File: config.mk
export PLATFORM = sky130hd
export DESIGN_NAME = bus_cycle_ctrl
export DESIGN_NICKNAME = d
export VERILOG_FILES = /design/src/rtl/bcc_pkg.sv /design/src/rtl/bcc_control.sv /design/src/rtl/bcc_datapath.sv /design/src/rtl/bus_cycle_ctrl.sv
export SDC_FILE = /design/constraint.sdc
export NUM_CORES = 1
export LEC_CHECK = 0
export ABC_AREA = 1
export BUFFER_PORTS_ARGS = -buffer_cell sky130_fd_sc_hd__buf_4
export CAP_MARGIN = 20
export CORE_MARGIN = 8
export CORE_UTILIZATION = 43
export CTS_CLUSTER_DIAMETER = 80
export CTS_CLUSTER_SIZE = 28
export DETAILED_ROUTE_END_ITERATION = 6
export PLACE_DENSITY = 0.68
export SYNTH_ARGS = -nofsm -noshare
export SYNTH_HDL_FRONTEND = slang
export SYNTH_SLANG_ARGS = --single-unit
File: constraint.sdc
create_clock -name clk -period 2.2 [get_ports clk]
set_input_delay 0.33 -clock clk [delete_from_list [all_inputs] [get_ports clk]]
set_output_delay 0.33 -clock clk [all_outputs]
set_load 0.1 [all_outputs]
File: src/rtl/bcc_pkg.sv
package bcc_pkg;
  // strobes from the cycle control to the bus datapath
  typedef struct packed {
    logic cycleEnd;   // this clock edge closes the current instruction cycle
    logic mclkNext;   // next quarter is the last one
    logic take;       // a request is accepted at this edge
    logic reject;     // the accepted request is illegal
    logic advance;    // the closing cycle was not halted
  } ctrl_strobe_t;
endpackage

File: src/rtl/bcc_control.sv
module bcc_control
  import bcc_pkg::*;
#(
  parameter int PHASE_W = 2
) (
  input  logic         clk,
  input  logic         rstN,
  input  logic         haltN,
  input  logic         reqValid,
  input  logic         reqSel,
  input  logic         reqWrite,
  output ctrl_strobe_t strobe,
  output logic         reqReady,
  output logic         halted
);
  localparam logic [PHASE_W-1:0] LAST_PHASE = PHASE_W'((1 << PHASE_W) - 1);

  logic [PHASE_W-1:0] phaseQ;
  logic               haltQ;

  always_ff @(posedge clk or negedge rstN) begin
    if (!rstN) begin
      phaseQ <= '0;
      haltQ  <= 1'b0;
    end else begin
      phaseQ <= phaseQ + 1'b1;
      if (phaseQ == LAST_PHASE) haltQ <= !haltN;
    end
  end

  always_comb begin
    strobe.cycleEnd = (phaseQ == LAST_PHASE);
    strobe.mclkNext = (phaseQ == LAST_PHASE - 1'b1);
    strobe.take     = strobe.cycleEnd && haltN && reqValid;
    strobe.reject   = strobe.take && reqSel && reqWrite;
    strobe.advance  = strobe.cycleEnd && !haltQ;
  end

  assign reqReady = strobe.cycleEnd && haltN;
  assign halted   = haltQ;

  // phase advances by exactly one every clock
  assert_phase_step_R1: assert property (@(posedge clk) disable iff (!rstN)
    1'b1 |=> phaseQ == PHASE_W'($past(phaseQ) + 1'b1));

  // halt state changes only at a cycle boundary
  assert_halt_boundary_R8: assert property (@(posedge clk) disable iff (!rstN)
    !strobe.cycleEnd |=> $stable(haltQ));
endmodule

File: src/rtl/bcc_datapath.sv
module bcc_datapath
  import bcc_pkg::*;
#(
  parameter int ADDR_W = 13
) (
  input  logic              clk,
  input  logic              rstN,
  input  ctrl_strobe_t      strobe,
  input  logic              reqSel,
  input  logic              reqWrite,
  input  logic              reqLeft,
  input  logic              reqRight,
  output logic              mclk,
  output logic              selCmd,
  output logic              wrCmd,
  output logic              leftBankN,
  output logic              rightBankN,
  output logic              errFlag,
  output logic [ADDR_W-1:0] progAddr
);
  always_ff @(posedge clk or negedge rstN) begin
    if (!rstN) begin
      mclk       <= 1'b0;
      selCmd     <= 1'b0;
      wrCmd      <= 1'b0;
      leftBankN  <= 1'b1;
      rightBankN <= 1'b1;
      errFlag    <= 1'b0;
      progAddr   <= '0;
    end else begin
      mclk <= strobe.mclkNext;
      if (strobe.advance) progAddr <= progAddr + 1'b1;
      if (strobe.cycleEnd) begin
        if (strobe.take && !strobe.reject) begin
          selCmd     <= reqSel;
          wrCmd      <= reqWrite;
          leftBankN  <= !reqLeft;
          rightBankN <= !reqRight;
          errFlag    <= 1'b0;
        end else begin
          selCmd     <= 1'b0;
          wrCmd      <= 1'b0;
          leftBankN  <= 1'b1;
          rightBankN <= 1'b1;
          errFlag    <= strobe.reject;
        end
      end
    end
  end

  assert_cmd_exclusive_R6: assert property (@(posedge clk) disable iff (!rstN)
    !(selCmd && wrCmd));

  assert_reject_idle_R6: assert property (@(posedge clk) disable iff (!rstN)
    strobe.reject |=> errFlag && !selCmd && !wrCmd && leftBankN && rightBankN);

  assert_hold_cycle_R2: assert property (@(posedge clk) disable iff (!rstN)
    !strobe.cycleEnd |=> $stable({selCmd, wrCmd, leftBankN, rightBankN, errFlag}));

  assert_mclk_pulse_R1: assert property (@(posedge clk) disable iff (!rstN)
    mclk |=> !mclk);

  assert_addr_hold_R9: assert property (@(posedge clk) disable iff (!rstN)
    !strobe.advance |=> $stable(progAddr));
endmodule

File: src/rtl/bus_cycle_ctrl.sv
module bus_cycle_ctrl
  import bcc_pkg::*;
#(
  parameter int ADDR_W  = 13,
  parameter int PHASE_W = 2
) (
  input  logic              clk,
  input  logic              rstN,
  input  logic              haltN,
  input  logic              reqValid,
  input  logic              reqSel,
  input  logic              reqWrite,
  input  logic              reqLeft,
  input  logic              reqRight,
  output logic              reqReady,
  output logic              halted,
  output logic              mclk,
  output logic              selCmd,
  output logic              wrCmd,
  output logic              leftBankN,
  output logic              rightBankN,
  output logic              errFlag,
  output logic [ADDR_W-1:0] progAddr
);
  ctrl_strobe_t strobe;

  bcc_control #(.PHASE_W(PHASE_W)) uCtrl (
    .clk(clk), .rstN(rstN), .haltN(haltN), .reqValid(reqValid),
    .reqSel(reqSel), .reqWrite(reqWrite), .strobe(strobe),
    .reqReady(reqReady), .halted(halted)
  );

  bcc_datapath #(.ADDR_W(ADDR_W)) uPath (
    .clk(clk), .rstN(rstN), .strobe(strobe), .reqSel(reqSel),
    .reqWrite(reqWrite), .reqLeft(reqLeft), .reqRight(reqRight),
    .mclk(mclk), .selCmd(selCmd), .wrCmd(wrCmd), .leftBankN(leftBankN),
    .rightBankN(rightBankN), .errFlag(errFlag), .progAddr(progAddr)
  );
endmodule

==> run_results.csv, run 1 <==
group,metric,value,unit
status,status,"finished, final reports clean",
placed_design,hpwlAfterDp,1670,µm
grt,grt_pass1_wl,3710,µm
worst_hold_path,whs_path_depth,4,
cells_and_area,fillers,241,
worst_setup_path,path_cells,"ha_1 > nand2_1 > inv_1 > buf_4",
clocking,cts_buffers,3,
synth,synth_cells,118,
flow_run,maxCapViolations,0,
timing,finalSetupTns,0,ps
floorplan,io_pins,29,
synth,ys_warn_count,0,
worst_hold_path,hp-start,"reqLeft",
worst_setup_path,crit_slowest_cell,"dfrtp_1",
timing,drv_slew,0,
synth,synth_nets,129,
detailed_routing,drc_errors,0,
timing,finalCriticalPeriod,1730,ps
detailed_routing,via_per_inst,4.71,
worst_hold_path,hold_end,"uPath.leftBankN$_DFFE_PN1N_",
worst_setup_path,critPathMaxStageDelay,370,ps
clocking,cts_tree,"built",
timing,slew_headroom,0.810,
cells_and_area,drive_gt1_frac,0.265,
synth,synth_seq_cells,22,
detailed_routing,wirelength,2090,µm
detailed_routing,wl_per_cell,11.6,µm
timing,rsz0062_at_grt,"no",
clocking,clock_latency,310,ps
floorplan,std_cell_rows,18,
worst_hold_path,worstHoldPathType,"input port to register",
timing,hold_viol,0,
clocking,clock_sinks,22,
detailed_routing,first_pass_iters,4,
floorplan,die_area,4250,µm²
cells_and_area,fin_nets,163,
grt,grt.total_usage,0.113,
cells_and_area,layout_commonest_cell,"nand2_1",
detailed_routing,ant_nets,0,
synth,syn-cell-area,1040,µm²
clocking,cts.path.max_buffers,2,
synth,syn_area_per_cell,8.83,µm²
cells_and_area,n_antenna_cell,0,
grt,grt_pass1_vias,853,
clocking,cts_setup_buffers,0,
worst_setup_path,crit_path_start,"uCtrl.phaseQ[0]$_DFF_PN0_",
worst_setup_path,worstPathMaxFanout,6,
detailed_routing,num_vias,853,
grt,grt_max_degree,23,
pwr,powerDensity,865,nW/µm²
timing,fmax,579,MHz
cells_and_area,multi_input_area,425,µm²
floorplan,initial_core_util,0.437,
placed_design,dp.cells,176,
timing,clock-skew-final,1.62,ps
worst_setup_path,critical_path_class,"register to primary output",
worst_setup_path,critPathBufInv,2,
placed_design,numPortBuffers,28,
timing,timing.final.crit_share,0.785,
cells_and_area,utilization,0.560,
worst_setup_path,rr_worst_depth,8,
floorplan,die_width,65.2,µm
floorplan,die_h,65.2,µm
worst_setup_path,cp.arrival,1400,ps
placed_design,place_congestion,0.742,
clocking,clkTransAtPathRegs,110,ps
worst_setup_path,rrSetupSlack,790,ps
timing,tightest_slew,284,ps
worst_setup_path,reg2reg_from,"uCtrl.phaseQ[0]$_DFF_PN0_",
timing,setup_viol,0,
worst_setup_path,endpoint_kind,"primary output",
synth,ys_seq_area_frac,0.531,
worst_setup_path,cp_top_family,"flip-flops",
worst_setup_path,cp.required,1870,ps
grt,antenna_found_initial,0,
floorplan,core_area,2390,µm²
clocking,root_buffer,"clkbuf_4",
pwr,p_leak,0.724,nW
synth,ys_types,20,
clocking,htree_num_levels,1,
cells_and_area,fin_cells,181,
worst_setup_path,rr_endpoint,"uPath.progAddr[10]$_DFFE_PN0P_",
detailed_routing,drt_iter0_drc,25,
cells_and_area,layout_common_cells,"nand2_1, buf_4, dfrtp_1, inv_1, nor2_1",
cells_and_area,seqCellArea,553,µm²
grt,grt_overflow,0,
cells_and_area,area_growth,28.2,%
worst_setup_path,critPathLaunchType,"register",
pwr,peakVddDrop,688,µV
-- state kept, by name, summed over array words and instances, names as in the netlist --
name              count
uCtrl.halted          1
uPath.errFlag         1
uPath.progAddr       13
uPath.leftBankN       1
uPath.wrCmd           1
uPath.selCmd          1
uPath.rightBankN      1
uCtrl.phaseQ          2
uPath.mclk            1
-- layer usage --
metal / up-vias / share of wire / GRT usage
met3: 5 / 0.084 / 0.0374
met5: - / 0 / 0
met1: 393 / 0.44 / 0.127
li1: 428 / - / -
met4: 0 / 0.027 / 0.0736
met2: 27 / 0.44 / 0.180
-- stage by stage --
| step | power, mW | hold WS, ps | setup WS (ps) | area (µm²) |
|---|---|---|---|---|
| after floorplan | 0.841 | 34.4 | 358 | 1040 |
| final | 1.16 | 216 | 474 | 1340 |
| after global placement | 0.946 | 231 | 850 | 1290 |
| after global routing | 1.22 | 228 | 372 | 1340 |
| after CTS | 1.18 | 201 | 439 | 1340 |
| after detailed placement | 0.949 | 236 | 795 | 1290 |
-- area by class of cell --
class / count / share of cell area
flip-flops and latches: 22 / 0.414
multi-input cells: 79 / 0.318
repair buffers: 29 / 0.165
inverters: 17 / 0.0478
well taps: 30 / 0.0281
clock buffers: 4 / 0.0272
-- cells in the mapped netlist --
cell,n,area share
nand2_1,42,0.15
dfrtp_1,20,0.48
inv_1,16,0.058
nor2_1,6,0.022
nand3_1,5,0.024
xor2_1,4,0.034
ha_1,3,0.036
nand3b_1,3,0.022
nand4_1,3,0.018
o21ai_0,3,0.014
a21oi_1,2,0.0096
dfstp_2,2,0.050
xnor2_1,2,0.017
inv_2,1,0.0036
nand2_4,1,0.011
nand3_2,1,0.0096
nor2_2,1,0.0060
nor2_4,1,0.011
nor2_8,1,0.019
nor3_1,1,0.0048
-- repair_timing --
item                                    4_1_cts  5_1_grt
endpoints found under the setup margin        0        0
resized for setup                             0        0
hold buffers                                  1        0
endpoints found under the hold margin        20        0
-- worst max path at each step --
| stage | cells past startpoint | to |
|---|---|---|
| after floorplan | 8 | uPath.progAddr[8]$_DFFE_PN0P_ |
| after global placement | 4 | reqReady |
| after detailed placement | 8 | uPath.progAddr[6]$_DFFE_PN0P_ |
| after CTS | 4 | reqReady |
| after global routing | 4 | reqReady |
| final | 4 | reqReady |
-- worst reg2reg max path, delay by kind of cell (launching register included) --
family / cells / cell delay (ps)
simple gates: 6 / 550
buf+inv: 1 / 110
fa+ha+maj: 1 / 280
flops: 1 / 370
-- cell families after synthesis --
| group | share of synthesized area |
|---|---|
| AND/OR/NAND/NOR | 0.298 |
| adder cells (fa/ha/maj) | 0.0360 |
| AO/OA/AOI/OAI | 0.0240 |
| flip-flops | 0.531 |
| buffers and inverters | 0.0612 |
| XOR/XNOR | 0.0504 |
-- power breakdown --
part	internal, mW	switching, mW
Clock	0.101	0.120
Combinational	0.0884	0.358
Sequential	0.444	0.0444
Power figures use the tool's default switching activity.
==> run 2: changes to the inputs <==
==> constraint.sdc (replaced) <==
create_clock -name clk -period 1.75 [get_ports clk]
set_input_delay 0.2625 -clock clk [delete_from_list [all_inputs] [get_ports clk]]
set_output_delay 0.2625 -clock clk [all_outputs]
set_load 0.1 [all_outputs]
==> run 2 against run 1 <==
Effect of this change: global-route usage fell by 0.30 points; sequential share of layout area rose by 0.58 points; combinational power rose by 27%; register-to-register slack got worse by 470 ps; non-clock buffer count did not move; critical path type unchanged; highest routed layer is now met3.
==> run_results.csv, run 2 (synthesized netlist as in run 1, its figures left out) <==
group,metric,value,unit
status,status,"finished, final reports clean",
cells_and_area,fin_nets,163,
timing,finalCriticalPeriod,1600,ps
detailed_routing,drc_errors,0,
detailed_routing,ant_nets,0,
clocking,root_buffer,"clkbuf_4",
timing,tightest_slew,292,ps
worst_setup_path,worstPathMaxFanout,6,
worst_setup_path,cp.arrival,1340,ps
timing,clock-skew-final,8.23,ps
worst_setup_path,critPathLaunchType,"register",
timing,drv_slew,0,
detailed_routing,via_per_inst,4.59,
clocking,clkTransAtPathRegs,120,ps
placed_design,numPortBuffers,28,
pwr,peakVddDrop,986,µV
grt,grt_overflow,0,
clocking,clock_sinks,22,
clocking,cts_tree,"built",
worst_hold_path,worstHoldPathType,"input port to register",
placed_design,place_congestion,0.813,
timing,slew_headroom,0.805,
cells_and_area,top_register,"uPath.progAddr",
worst_setup_path,cp.required,1490,ps
pwr,total_power,1.43,mW
floorplan,std_cell_rows,18,
cells_and_area,drive_gt1_frac,0.305,
detailed_routing,wl_per_cell,11.6,µm
cells_and_area,seqCellArea,562,µm²
detailed_routing,first_pass_iters,4,
pwr,p_leak,0.709,nW
floorplan,die_area,4250,µm²
floorplan,die_width,65.2,µm
cells_and_area,multi_input_area,425,µm²
timing,fmax,625,MHz
grt,grt_max_degree,23,
grt,grt.total_usage,0.110,
timing,timing.final.crit_share,0.915,
timing,hold_viol,0,
cells_and_area,largest_registers,"uPath.progAddr x13, uCtrl.phaseQ x2",
flow_run,maxCapViolations,0,
worst_setup_path,critical_path_class,"register to primary output",
worst_setup_path,endpoint_kind,"primary output",
grt,grt_pass1_wl,3850,µm
clocking,cts_buffers,3,
grt,grt_pass1_vias,874,
clocking,cts.path.max_buffers,2,
floorplan,initial_core_util,0.437,
placed_design,hpwlAfterDp,1680,µm
timing,finalSetupTns,0,ps
floorplan,die_h,65.2,µm
detailed_routing,drt_iter0_drc,25,
floorplan,core_area,2390,µm²
floorplan,io_pins,29,
grt,antenna_found_initial,0,
cells_and_area,fillers,232,
cells_and_area,largest_reg_flops,13,
timing,rsz0062_at_grt,"no",
clocking,clock_latency,300,ps
cells_and_area,n_antenna_cell,0,
clocking,htree_num_levels,1,
detailed_routing,num_vias,830,
cells_and_area,area_growth,28.5,%
cells_and_area,layout_common_cells,"nand2_1, buf_4, inv_1, dfrtp_1, dfrtp_2",
pwr,powerDensity,1070,nW/µm²
detailed_routing,wirelength,2100,µm
cells_and_area,layout_commonest_cell,"nand2_1",
timing,setup_viol,0,
[run 2: stage by stage]
| step | cells | utilization | setup WS (ps) | hold WS, ps | instance area [µm²] |
|---|---|---|---|---|---|
| 3_5_place_dp | 176 | 0.544 | 350 | 168 | 1300 |
| 6_report | 181 | 0.561 | 149 | 166 | 1340 |
| 2_1_floorplan | 118 | - | 0.461 | -33.1 | 1050 |
| 4_1_cts | 181 | 0.559 | 75.7 | 157 | 1340 |
| 5_1_grt | 181 | 0.561 | 9.21 | 170 | 1340 |
| 3_3_place_gp | 176 | 0.544 | 403 | 162 | 1300 |
[run 2: timing repair]
action | in CTS | in global routing
endpoints found under the hold margin | 20 | 0
setup buffers | 0 | 0
resized for setup | 0 | 1
hold buffers | 1 | 0
setup endpoints to repair | 0 | 1
[run 2: final cells by class]
| cell class | count | share of cell area |
|---|---|---|
| sequential | 22 | 0.420 |
| inverter | 17 | 0.0477 |
| multi-input combinational | 79 | 0.318 |
| timing repair buffer | 29 | 0.167 |
| clock buffer | 4 | 0.0196 |
| tap | 30 | 0.0280 |
[run 2: path summary, 6_finish.rpt]
check                                     startpoint                             end  slack, ps  depth (start not counted)
max reg2reg                uCtrl.phaseQ[0]$_DFF_PN0_  uPath.progAddr[10]$_DFFE_PN0P_        320                          8
min in group asynchronous                       rstN   uPath.progAddr[6]$_DFFE_PN0P_        360                          2
max                        uCtrl.phaseQ[0]$_DFF_PN0_                        reqReady        150                          4
max in group asynchronous                       rstN     uPath.leftBankN$_DFFE_PN1N_       1100                          2
min                                           reqSel        uPath.selCmd$_DFFE_PN0N_        170                          3
min reg2reg                uCtrl.phaseQ[0]$_DFF_PN0_       uCtrl.phaseQ[0]$_DFF_PN0_        480                          1
[run 2: critical path, cell delays in order (launching register included)]
cell	delay, ps
dfrtp_1	370
ha_1	270
nand2_1	80
inv_1	90
buf_6	230
[run 2: power breakdown]
| group | switching [mW] | leakage [nW] | total (mW) | internal, mW |
|---|---|---|---|---|
| combinational | 0.452 | 0.417 | 0.565 | 0.113 |
| sequential | 0.0594 | 0.277 | 0.627 | 0.567 |
| clock | 0.148 | 0.0150 | 0.237 | 0.0887 |
[run 2: layer usage]
layer  vias to the layer above  wire, µm  global-route usage
met3                         0       166              0.0306
met4                         0         0              0.0327
met1                       375       933               0.133
met2                        25       998               0.186
met5                         -         0                   0
li1                        430         -                   -
